==> src/rtl/pkt_crc_pkg.sv <==
package pkt_crc_pkg;

    localparam int unsigned QUAD_W = 32;
    localparam logic [QUAD_W-1:0] CRC_POLY = 32'h04C11DB7;
    localparam logic [QUAD_W-1:0] CRC_PRESET = '1;

    typedef enum logic [1:0] {
        FK_PAYLOAD  = 2'b00,
        FK_ISO_HDR  = 2'b01,
        FK_ASY_HDR3 = 2'b10,
        FK_ASY_HDR4 = 2'b11
    } field_kind_e;

    typedef struct packed {
        logic        is_check;
        field_kind_e kind;
    } field_ctx_t;

    typedef struct packed {
        logic              gen_done;
        logic              chk_done;
        logic              pass;
        logic              len_bad;
        logic [QUAD_W-1:0] crc;
    } crc_result_t;

    // One quadlet through the divider, most significant bit first.
    function automatic logic [QUAD_W-1:0] crc_step(input logic [QUAD_W-1:0] cur,
                                                   input logic [QUAD_W-1:0] quad);
        logic [QUAD_W-1:0] c;
        logic              fb;
        c = cur;
        for (int i = QUAD_W - 1; i >= 0; i--) begin
            fb = c[QUAD_W-1] ^ quad[i];
            c  = {c[QUAD_W-2:0], 1'b0} ^ (fb ? CRC_POLY : '0);
        end
        return c;
    endfunction

    // Expected quadlet count of a header kind (payload has none).
    function automatic logic [2:0] hdr_quads(input field_kind_e k);
        case (k)
            FK_ISO_HDR:  return 3'd1;
            FK_ASY_HDR3: return 3'd3;
            FK_ASY_HDR4: return 3'd4;
            default:     return 3'd0;
        endcase
    endfunction

endpackage

==> src/rtl/fld_ctx_latch.sv <==
module fld_ctx_latch
    import pkt_crc_pkg::*;
(
    input  logic       clk,
    input  logic       rst,
    input  logic       valid,
    input  logic       sof,
    input  field_ctx_t ctx_in,
    output field_ctx_t ctx_eff
);
    field_ctx_t ctx_q;

    assign ctx_eff = sof ? ctx_in : ctx_q;

    always_ff @(posedge clk) begin
        if (rst) begin
            ctx_q <= '{is_check: 1'b0, kind: FK_PAYLOAD};
        end else if (valid && sof) begin
            ctx_q <= ctx_in;
        end
    end
endmodule

==> src/rtl/crc32_lane.sv <==
module crc32_lane
    import pkt_crc_pkg::*;
#(
    parameter int unsigned W = QUAD_W
) (
    input  logic         clk,
    input  logic         rst,
    input  logic         valid,
    input  logic         sof,
    input  logic         feed,
    input  logic [W-1:0] quad,
    output logic [W-1:0] base,
    output logic [W-1:0] next
);
    logic [W-1:0] crc_q;

    assign base = sof ? CRC_PRESET : crc_q;
    assign next = crc_step(base, quad);

    always_ff @(posedge clk) begin
        if (rst) begin
            crc_q <= CRC_PRESET;
        end else if (valid) begin
            if (feed) begin
                crc_q <= next;
            end else if (sof) begin
                crc_q <= CRC_PRESET;
            end
        end
    end
endmodule

==> src/rtl/fld_len_meter.sv <==
module fld_len_meter
    import pkt_crc_pkg::*;
#(
    parameter int unsigned CNT_W = 8
) (
    input  logic        clk,
    input  logic        rst,
    input  logic        valid,
    input  logic        sof,
    input  logic        feed,
    input  field_kind_e kind,
    output logic        len_bad
);
    localparam logic [CNT_W-1:0] CNT_MAX = '1;

    logic [CNT_W-1:0] cnt_q;
    logic [CNT_W-1:0] start_cnt;
    logic [CNT_W-1:0] fed_cnt;

    assign start_cnt = sof ? '0 : cnt_q;
    assign fed_cnt   = (start_cnt == CNT_MAX) ? CNT_MAX : start_cnt + CNT_W'(feed);
    assign len_bad   = (kind != FK_PAYLOAD) && (fed_cnt != CNT_W'(hdr_quads(kind)));

    always_ff @(posedge clk) begin
        if (rst) begin
            cnt_q <= '0;
        end else if (valid) begin
            cnt_q <= fed_cnt;
        end
    end
endmodule

==> src/rtl/crc_result_reg.sv <==
module crc_result_reg
    import pkt_crc_pkg::*;
(
    input  logic              clk,
    input  logic              rst,
    input  logic              fire,
    input  logic              is_check,
    input  logic              len_bad,
    input  logic [QUAD_W-1:0] rx_quad,
    input  logic [QUAD_W-1:0] base,
    input  logic [QUAD_W-1:0] next,
    output crc_result_t       res
);
    logic [QUAD_W-1:0] expect_crc;

    assign expect_crc = is_check ? ~base : ~next;

    always_ff @(posedge clk) begin
        if (rst) begin
            res <= '0;
        end else begin
            res.gen_done <= fire && !is_check;
            res.chk_done <= fire && is_check;
            res.pass     <= fire && is_check && (rx_quad == expect_crc);
            res.len_bad  <= fire && len_bad;
            if (fire) begin
                res.crc <= expect_crc;
            end
        end
    end
endmodule

==> src/rtl/pkt_crc32_unit.sv <==
module pkt_crc32_unit
    import pkt_crc_pkg::*;
#(
    parameter int unsigned CNT_W = 8
) (
    input  logic        clk,
    input  logic        rst,
    input  logic        in_valid,
    input  logic        in_sof,
    input  logic        in_eof,
    input  logic        in_check,
    input  logic [1:0]  in_kind,
    input  logic [31:0] in_quad,
    output logic        crc_valid,
    output logic [31:0] crc_out,
    output logic        chk_valid,
    output logic        chk_pass,
    output logic        len_err
);
    field_ctx_t        ctx_in;
    field_ctx_t        ctx;
    logic              feed;
    logic              fire;
    logic              len_bad;
    logic [QUAD_W-1:0] base;
    logic [QUAD_W-1:0] next;
    crc_result_t       res;

    assign ctx_in.is_check = in_check;
    assign ctx_in.kind     = field_kind_e'(in_kind);

    // In check mode the end-marked quadlet is the received CRC.
    assign feed = in_valid && !(ctx.is_check && in_eof);
    assign fire = in_valid && in_eof;

    fld_ctx_latch u_ctx (
        .clk(clk), .rst(rst), .valid(in_valid), .sof(in_sof),
        .ctx_in(ctx_in), .ctx_eff(ctx)
    );

    crc32_lane #(.W(QUAD_W)) u_lane (
        .clk(clk), .rst(rst), .valid(in_valid), .sof(in_sof), .feed(feed),
        .quad(in_quad), .base(base), .next(next)
    );

    fld_len_meter #(.CNT_W(CNT_W)) u_len (
        .clk(clk), .rst(rst), .valid(in_valid), .sof(in_sof), .feed(feed),
        .kind(ctx.kind), .len_bad(len_bad)
    );

    crc_result_reg u_res (
        .clk(clk), .rst(rst), .fire(fire), .is_check(ctx.is_check),
        .len_bad(len_bad), .rx_quad(in_quad), .base(base), .next(next), .res(res)
    );

    assign crc_valid = res.gen_done;
    assign chk_valid = res.chk_done;
    assign chk_pass  = res.pass;
    assign len_err   = res.len_bad;
    assign crc_out   = res.crc;
endmodule

==> config.mk <==
export PLATFORM = sky130hd
export DESIGN_NAME = pkt_crc32_unit
export DESIGN_NICKNAME = d
export VERILOG_FILES = /design/src/rtl/pkt_crc_pkg.sv /design/src/rtl/fld_ctx_latch.sv /design/src/rtl/crc32_lane.sv /design/src/rtl/fld_len_meter.sv /design/src/rtl/crc_result_reg.sv /design/src/rtl/pkt_crc32_unit.sv
export SDC_FILE = /design/constraint.sdc
export NUM_CORES = 1
export LEC_CHECK = 0
export ABC_AREA = 1
export BUFFER_PORTS_ARGS = -buffer_cell sky130_fd_sc_hd__buf_2
export CORE_ASPECT_RATIO = 1.75
export CORE_MARGIN = 10
export CORE_UTILIZATION = 63
export DETAILED_ROUTE_END_ITERATION = 7
export GPL_TIMING_DRIVEN = 0
export PLACE_DENSITY = 0.91
export SYNTH_ARGS = -nofsm -noshare
export SYNTH_HDL_FRONTEND = slang
export SYNTH_SLANG_ARGS = --single-unit
==> constraint.sdc <==
create_clock -name clk -period 3.9 [get_ports clk]
set_input_delay 0.39 -clock clk [delete_from_list [all_inputs] [get_ports clk]]
set_output_delay 0.39 -clock clk [all_outputs]
set_load 0.01 [all_outputs]
Yosys cells after proc, flatten, opt, wreduce, memory -nomap -nowiden
Index checks and enable logic that the tools add are counted.
Widths: inputs -> output; s select.
{"block": "op_classes", "n_addsub": 1, "n_mul": 0, "div": 0, "n_lt_le_gt_ge": 0, "n_eq_ne": 6, "shift": 0, "mux": 39, "bitwise": 66, "reduce_logical": 12}
{"op": "$xor 32x32->32", "count": 32}
{"op": "$mux 27", "count": 32}
{"op": "$mux 32", "count": 3}
{"op": "$not 32->32", "count": 2}
{"op": "$eq 32x32->1", "count": 1}
{"op": "$xor 1x1->1", "count": 32}
{"op": "$mux 8", "count": 2}
{"op": "$logic_and 1x1->1", "count": 9}
{"op": "$pmux 3 s3", "count": 1}
{"op": "$add 8x1->8", "count": 1}
{"op": "$eq 8x8->1 const B", "count": 1}
{"op": "$ne 8x3->1", "count": 1}
{"op": "$eq 2x2->1 const B", "count": 2}
{"op": "$mux 3", "count": 1}
{"op": "$eq 2x1->1 const B", "count": 1}
{"op": "$logic_not 1->1", "count": 2}
{"op": "$reduce_bool 2->1", "count": 1}
{"block": "word_totals", "register_bits": 79, "latchBits": 0, "mem_bits_rw": 0, "romBits": 0, "input_bits": 40, "output_inout_bits": 36, "wordCells": 133, "memories": 0}

Longest topological paths before layout
{"block": "depth", "depth_word": 101, "depth_mapped": 38, "mapped_depth_nobuf": 37}

Hierarchy
A second synthesis with hierarchy kept.
{"block": "unflattened", "cells_unflattened": 1799, "hier_area_um2": 9994.6}
{"mod": "crc32_lane", "n_inst": 1, "cells_each": 1256, "area_per_inst_um2": 6690.2, "seq_area_each_um2": 640.6}
{"mod": "crc_result_reg", "n_inst": 1, "cells_each": 392, "area_per_inst_um2": 2346.0, "seq_area_each_um2": 720.7}
{"mod": "fld_len_meter", "n_inst": 1, "cells_each": 119, "area_per_inst_um2": 763.2, "seq_area_each_um2": 160.2}
{"mod": "fld_ctx_latch", "n_inst": 1, "cells_each": 28, "area_per_inst_um2": 175.2, "seq_area_each_um2": 60.1}
{"mod": "pkt_crc32_unit", "n_inst": 1, "cells_each": 4, "area_per_inst_um2": 20.0, "seq_area_each_um2": 0.0}

Worst setup path after synthesis
OpenSTA, ideal clock, no wires.
{"block": "synth_timing", "path_type": "input port to flip-flop", "startpoint": "input in_sof", "endpoint": "register u_res.res[33] (netlist name)", "setup_time_ps": 112, "arrival_time_ps": 3106, "required_time_ps": 3788, "path_slack_ps": 682, "stages": 30, "path_buffers": 2, "cell_sequence": "buf_6 buf_8 nor2_2 xor2_1 inv_1 nand3_2 nand2_1 nand2_2 nand2_4 nand2_2 nand2_4 nor2_2 nor2_8 nand3_1 nand2_1 nand2_1 nand2_1 nand2_2 nand2_4 nand2_1 nand2_1 nand2_1 nand2_1 or2_1 nand3_2 nand3_1 nand2_1 nor2_1 nand2_1 nor2_1"}
{"block": "synth_between", "elab_chain_cells": 49, "word_cells_on_any_way": 104, "classes_between": "eq/ne: 1; mux: 35; bitwise: 66; reduce/logical: 2"}
{"item": "from (decl)", "line": "pkt_crc32_unit.sv:9", "source": "input logic in_sof,"}
{"item": "$mux 32"}
{"item": "$xor 32x32->32 / $xor 1x1->1 (equally long branches)", "line": "pkt_crc_pkg.sv:35, pkt_crc_pkg.sv:34"}
{"item": "$xor 1x1->1 / $mux 27 (equally long branches)", "line": "pkt_crc_pkg.sv:34, pkt_crc_pkg.sv:35"}
{"item": "$mux 27 / $xor 32x32->32 (equally long branches)", "line": "pkt_crc_pkg.sv:35", "source": "c = {c[QUAD_W-2:0], 1'b0} ^ (fb ? CRC_POLY : '0);"}
{"item": "$xor 32x32->32 (5 in a row)", "line": "pkt_crc_pkg.sv:35"}
{"item": "$xor 32x32->32 / $xor 1x1->1 (equally long branches)", "line": "pkt_crc_pkg.sv:35, pkt_crc_pkg.sv:34"}
{"item": "$xor 1x1->1 / $mux 27 (equally long branches)", "line": "pkt_crc_pkg.sv:34, pkt_crc_pkg.sv:35"}
{"item": "$mux 27 / $xor 32x32->32 (equally long branches)", "line": "pkt_crc_pkg.sv:35"}
{"item": "(+29 left out)"}
{"item": "$xor 32x32->32 / $xor 1x1->1 (equally long branches)", "line": "pkt_crc_pkg.sv:35, pkt_crc_pkg.sv:34"}
{"item": "$xor 1x1->1 / $mux 27 (equally long branches)", "line": "pkt_crc_pkg.sv:34, pkt_crc_pkg.sv:35"}
{"item": "$mux 27 / $xor 32x32->32 (equally long branches)", "line": "pkt_crc_pkg.sv:35"}
{"item": "$xor 32x32->32", "line": "pkt_crc_pkg.sv:35"}
{"item": "$not 32->32", "line": "crc_result_reg.sv:16", "source": "assign expect_crc = is_check ? ~base : ~next;"}
{"item": "$mux 32", "line": "crc_result_reg.sv:16"}
{"item": "$eq 32x32->1", "line": "crc_result_reg.sv:24", "source": "res.pass <= fire && is_check && (rx_quad == expect_crc);"}
{"item": "$logic_and 1x1->1 (*)", "line": "crc_result_reg.sv:24"}
Every way passes the cells marked *; elsewhere a longest branch is shown, timed or not.
A chain may end at the register's enable or synchronous reset.

Worst setup path after layout
{"block": "layout_timing", "startpoint": "input in_sof", "endpoint": "register u_res.res[33] (netlist name)"}
{"block": "layout_between", "elab_chain_cells": 49, "word_cells_on_any_way": 104, "classes_between": "eq/ne: 1; mux: 35; bitwise: 66; reduce/logical: 2"}
{"item": "$mux 32"}
{"item": "$xor 32x32->32 / $xor 1x1->1 (equally long branches)", "line": "pkt_crc_pkg.sv:35, pkt_crc_pkg.sv:34"}
{"item": "$xor 1x1->1 / $mux 27 (equally long branches)", "line": "pkt_crc_pkg.sv:34, pkt_crc_pkg.sv:35"}
{"item": "$mux 27 / $xor 32x32->32 (equally long branches)", "line": "pkt_crc_pkg.sv:35"}
{"item": "$xor 32x32->32 (5 in a row)", "line": "pkt_crc_pkg.sv:35"}
{"item": "$xor 32x32->32 / $xor 1x1->1 (equally long branches)", "line": "pkt_crc_pkg.sv:35, pkt_crc_pkg.sv:34"}
{"item": "$xor 1x1->1 / $mux 27 (equally long branches)", "line": "pkt_crc_pkg.sv:34, pkt_crc_pkg.sv:35"}
{"item": "$mux 27 / $xor 32x32->32 (equally long branches)", "line": "pkt_crc_pkg.sv:35"}
{"item": "(+29 left out)"}
{"item": "$xor 32x32->32 / $xor 1x1->1 (equally long branches)", "line": "pkt_crc_pkg.sv:35, pkt_crc_pkg.sv:34"}
{"item": "$xor 1x1->1 / $mux 27 (equally long branches)", "line": "pkt_crc_pkg.sv:34, pkt_crc_pkg.sv:35"}
{"item": "$mux 27 / $xor 32x32->32 (equally long branches)", "line": "pkt_crc_pkg.sv:35"}
{"item": "$xor 32x32->32", "line": "pkt_crc_pkg.sv:35"}
{"item": "$not 32->32", "line": "crc_result_reg.sv:16"}
{"item": "$mux 32", "line": "crc_result_reg.sv:16"}
{"item": "$eq 32x32->1", "line": "crc_result_reg.sv:24"}
{"item": "$logic_and 1x1->1 (*)", "line": "crc_result_reg.sv:24"}
Marked as above.

==> load_flow_metrics.sql <==
INSERT INTO impl_metrics (metric_group, metric, value, unit) VALUES
('clock_network', 'number_of_clock_buffers_inserted_by_tritoncts', '9', ''),
('timing', 'final_min_period_over_clock_period', '112.0', '%'),
('layout', 'area_growth_syn_to_layout', '32.40', '%'),
('route', 'antenna_left', '0', ''),
('clock_network', 'clock_edge_transition_at_the_registers_on_the_reported_setup_and_hold_paths', '0.07', 'ns'),
('critical_path', 'crit_top_cell', 'sky130_fd_sc_hd__nand2_1', ''),
('floorplan', 'chipWidth', '114.9', 'um'),
('yosys', 'number_of_flops_mapped_to_enable_cells_by_yosys', '0', ''),
('timing', 'slew-limit-headroom', '37.13', '%'),
('route', 'drt-pass1-iter-count', '8', ''),
('layout', 'n_antenna_cell', '0', ''),
('grt', 'grt_util_all_layers', '40.88', '%'),
('layout', 'fin_cells', '2187', ''),
('critical_path', 'worst_path_max_delay_cell', 'sky130_fd_sc_hd__nor2_1', ''),
('layout', 'final_util', '85.07', '%'),
('yosys', 'synth_sequential_area_ratio', '15.92', '%'),
('critical_path', 'timing.setup.critical_path_class', 'input port to flop', ''),
('placement', 'place.detailed.instances', '2058', ''),
('timing', 'fmax', '0.2289', 'GHz'),
('clock_network', 'cts_h_tree_depth', '3', ''),
('grt', 'grt_max_degree', '15', ''),
('floorplan', 'floorplan.initialDensity', '64.26', '%'),
('timing', 'finalMaxSlewViolations', '0', ''),
('yosys', 'post_synth.cell_area_avg', '5.530', 'um2'),
('yosys', 'total_nets_after_synthesis', '1842', ''),
('clock_network', 'post_cts_hold_buffer_count', '0', ''),
('worst_hold_path', 'timing.hold.worst.class', 'input port to flop', ''),
('route', 'detailroute.via_count', '14650', ''),
('yosys', 'ys_ff_latch', '79', ''),
('placement', 'gp_routability_congestion', '1.151', ''),
('route', 'detail_route.wl_per_cell', '24.71', 'um'),
('critical_path', 'setup.worst_path.end_class', 'flop', ''),
('floorplan', 'num_io_pins', '76', ''),
('timing', 'timing_worst_slew_pin_value', '0.9431', 'ns'),
('clock_network', 'cts_root_buf', 'sky130_fd_sc_hd__clkbuf_16', ''),
('timing', 'timing.final.setup_violations', '7', ''),
('layout', 'nNetsFinal', '2041', ''),
('critical_path', 'cp_max_fo', '10', ''),
('route', 'wirelength', '54.04', 'mm'),
('yosys', 'post_synth_instance_area', '9937', 'um2'),
('clock_network', 'worstSkewPairLatency', '0.36', 'ns'),
('route', 'drt_iter0_drc', '2808', ''),
('layout', 'drive_gt1_share', '30.63', '%'),
('critical_path', 'crit_arrival', '4.66', 'ns'),
('route', 'routed_via_density', '6.697', ''),
('grt', 'number_of_antenna_violations_at_the_first_check_in_global_routing', '0', ''),
('timing', 'hold_ws', '0.2467', 'ns'),
('timing', 'setup_ws', '-0.4684', 'ns'),
('layout', 'design_area', '13160', 'um2'),
('placement', 'post_dp_cell_area', '10550', 'um2'),
('grt', 'wire_length_of_the_first_global_routing_pass', '66.54', 'mm'),
('clock_network', 'cts_max_path_buffers', '2', ''),
('critical_path', 'critical-path-max-stage-delay', '0.65', 'ns'),
('timing', 'finClkSkew', '0.01590', 'ns'),
('grt', 'grt-ovfl-total', '0', ''),
('yosys', 'synth_flop_cell', 'sky130_fd_sc_hd__dfxtp_1', ''),
('placement', 'detailed_place_hpwl', '34.85', 'mm'),
('layout', 'total_of_fill_cells_in_the_finished_design', '981', ''),
('floorplan', 'die_height', '186.1', 'um'),
('timing', 'grt_setup_unrepaired', 'true', ''),
('placement', 'numPortBuffers', '75', ''),
('floorplan', 'design.die.area', '21390', 'um2'),
('floorplan', 'floorplan.core_area', '15460', 'um2'),
('route', 'post-route-drc-count', '66', ''),
('grt', 'via_count_of_the_first_global_routing_pass', '11950', ''),
('clock_network', 'cts_tree', 'done', ''),
('job', 'maxCapViolCount', '0', ''),
('clock_network', 'clock_sinks', '79', ''),
('yosys', 'ys_async_sr_fraction', '0', '%'),
('run_status', 'outcome', 'finished with violations', ''),
('floorplan', 'placement_rows', '60', ''),
('timing', 'finalWorstPathRequiredPeriod', '4.368', 'ns'),
('run_status', 'failing_checks', 'design-rule violations, negative setup slack', ''),
('timing', 'final-hold-violation-count', '0', ''),
('critical_path', 'worst_ep_required_time', '4.19', 'ns'),
('yosys', 'yosys_warnings', '0', ''),
('yosys', 'synth.lib_cells_used.distinct', '42', ''),
('critical_path', 'cp-start-kind', 'input port', ''),
('yosys', 'post_synth_inst_count', '1797', '');
-- kinds of logic (layout without fill, tap and decap cells) --
family | count (synthesis) | count (layout) | share of synthesized area, %
buffers and inverters | 232 | 432 | 9.431
and+or+nand+nor | 1278 | 1282 | 59.59
adders and majority gates | 5 | 5 | 0.6296
AOI/OAI and AO/OA | 120 | 120 | 6.825
xor gates and xnor gates | 83 | 83 | 7.605
DFF | 79 | 79 | 15.92
-- layout by cell type, fill, tap and decap left out, types with 10 or more instances in the layout --
master	n
sky130_fd_sc_hd__nor2_2	16
sky130_fd_sc_hd__buf_2	78
sky130_fd_sc_hd__nand2_4	81
sky130_fd_sc_hd__clkbuf_16	10
sky130_fd_sc_hd__xor2_1	54
sky130_fd_sc_hd__o211ai_1	23
sky130_fd_sc_hd__nor2_1	83
sky130_fd_sc_hd__nand3_2	55
sky130_fd_sc_hd__nand2_2	149
sky130_fd_sc_hd__nand4_1	11
sky130_fd_sc_hd__inv_2	19
sky130_fd_sc_hd__nand3_4	15
sky130_fd_sc_hd__nor2_4	15
sky130_fd_sc_hd__dfxtp_1	72
sky130_fd_sc_hd__a21oi_1	10
sky130_fd_sc_hd__nand2_1	606
sky130_fd_sc_hd__xnor2_1	18
sky130_fd_sc_hd__inv_1	160
sky130_fd_sc_hd__nand3_1	214
sky130_fd_sc_hd__buf_4	103
sky130_fd_sc_hd__nand2_8	15
sky130_fd_sc_hd__o21ai_0	71
sky130_fd_sc_hd__clkbuf_1	30
-- critical path: cells and delay by family --
| kind | cells | cell delay, ns |
|---|---|---|
| xor+xnor | 1 | 0.20 |
| buf+inv | 7 | 1.19 |
| simple gates | 20 | 2.85 |
-- synth_stat cells (5+ instances only) --
library cell               count  area share (%)
sky130_fd_sc_hd__nand2_1     735              28
sky130_fd_sc_hd__nand3_1     263              13
sky130_fd_sc_hd__inv_1       161             6.1
sky130_fd_sc_hd__nor2_1       94             3.6
sky130_fd_sc_hd__nand2_2      82             5.2
sky130_fd_sc_hd__dfxtp_1      79              16
sky130_fd_sc_hd__o21ai_0      72             3.6
sky130_fd_sc_hd__xor2_1       60             5.3
sky130_fd_sc_hd__clkbuf_1     30             1.1
sky130_fd_sc_hd__nand2_4      29             3.3
sky130_fd_sc_hd__inv_2        25            0.94
sky130_fd_sc_hd__o211ai_1     23             1.7
sky130_fd_sc_hd__nand3_2      20             2.0
sky130_fd_sc_hd__xnor2_1      20             1.8
sky130_fd_sc_hd__a21oi_1      12            0.60
sky130_fd_sc_hd__nor2_2       12            0.76
sky130_fd_sc_hd__nand4_1      11            0.69
sky130_fd_sc_hd__a31oi_1       8            0.50
sky130_fd_sc_hd__nor2_4        8            0.91
sky130_fd_sc_hd__nand3b_1      7            0.53
sky130_fd_sc_hd__buf_2         5            0.25
sky130_fd_sc_hd__ha_1          5            0.63
-- per-layer routing --
layer,up-vias,global-route usage [%],wire (um)
met3,629,9.978,7799
li1,6102,-,-
met5,-,0,0
met2,1543,67.34,23700
met1,6373,41.83,15660
met4,0,36.38,6887
-- sequential cells by signal (all words and copies together), names as in the netlist --
signal,cells
u_ctx.ctx_q,3
u_lane.crc_q,32
u_len.cnt_q,8
u_res.res,36
-- repair_timing --
action	4_1_cts	5_1_grt
gates cloned	0	5
pin swaps	6	95
gates resized for setup	52	286
buffers inserted	12	96
setup endpoints to repair	4	24
-- per-stage QoR --
stage | setup WS [ns] | TNS [ns]
floorplan | 0.6820 | 0
global placement | -0.7495 | -5.207
detailed placement | -0.7601 | -6.549
CTS | -0.03019 | -0.03019
global route | -0.5635 | -2.689
finish | -0.4684 | -1.246
-- area by class of cell --
| type | count | area (um2) | share of cell area [%] |
|---|---|---|---|
| Buffer | 40 | 232.7 | 1.769 |
| Clock buffer | 10 | 229.0 | 1.740 |
| Clock inverter | 6 | 91.34 | 0.6942 |
| Inverter | 192 | 779.5 | 5.925 |
| Multi-Input combinational cell | 1490 | 8722 | 66.30 |
| Sequential cell | 79 | 1598 | 12.14 |
| Tap cell | 186 | 232.7 | 1.769 |
| Timing Repair Buffer | 184 | 1271 | 9.662 |
-- final timing paths --
path	startpoint	end	slack, ns	depth (start not counted)
hold / removal	rst	u_res.res[34]	0.25	2
setup / recovery	in_sof	u_res.res[33]	-0.47	28
hold reg to reg	u_ctx.ctx_q[0]	u_ctx.ctx_q[0]	0.48	2
setup reg to reg	u_lane.crc_q[25]	u_res.res[33]	-0.45	33
Power is not shown: default switching activity piles up to over one toggle a cycle in this logic, so the estimate is an artifact.
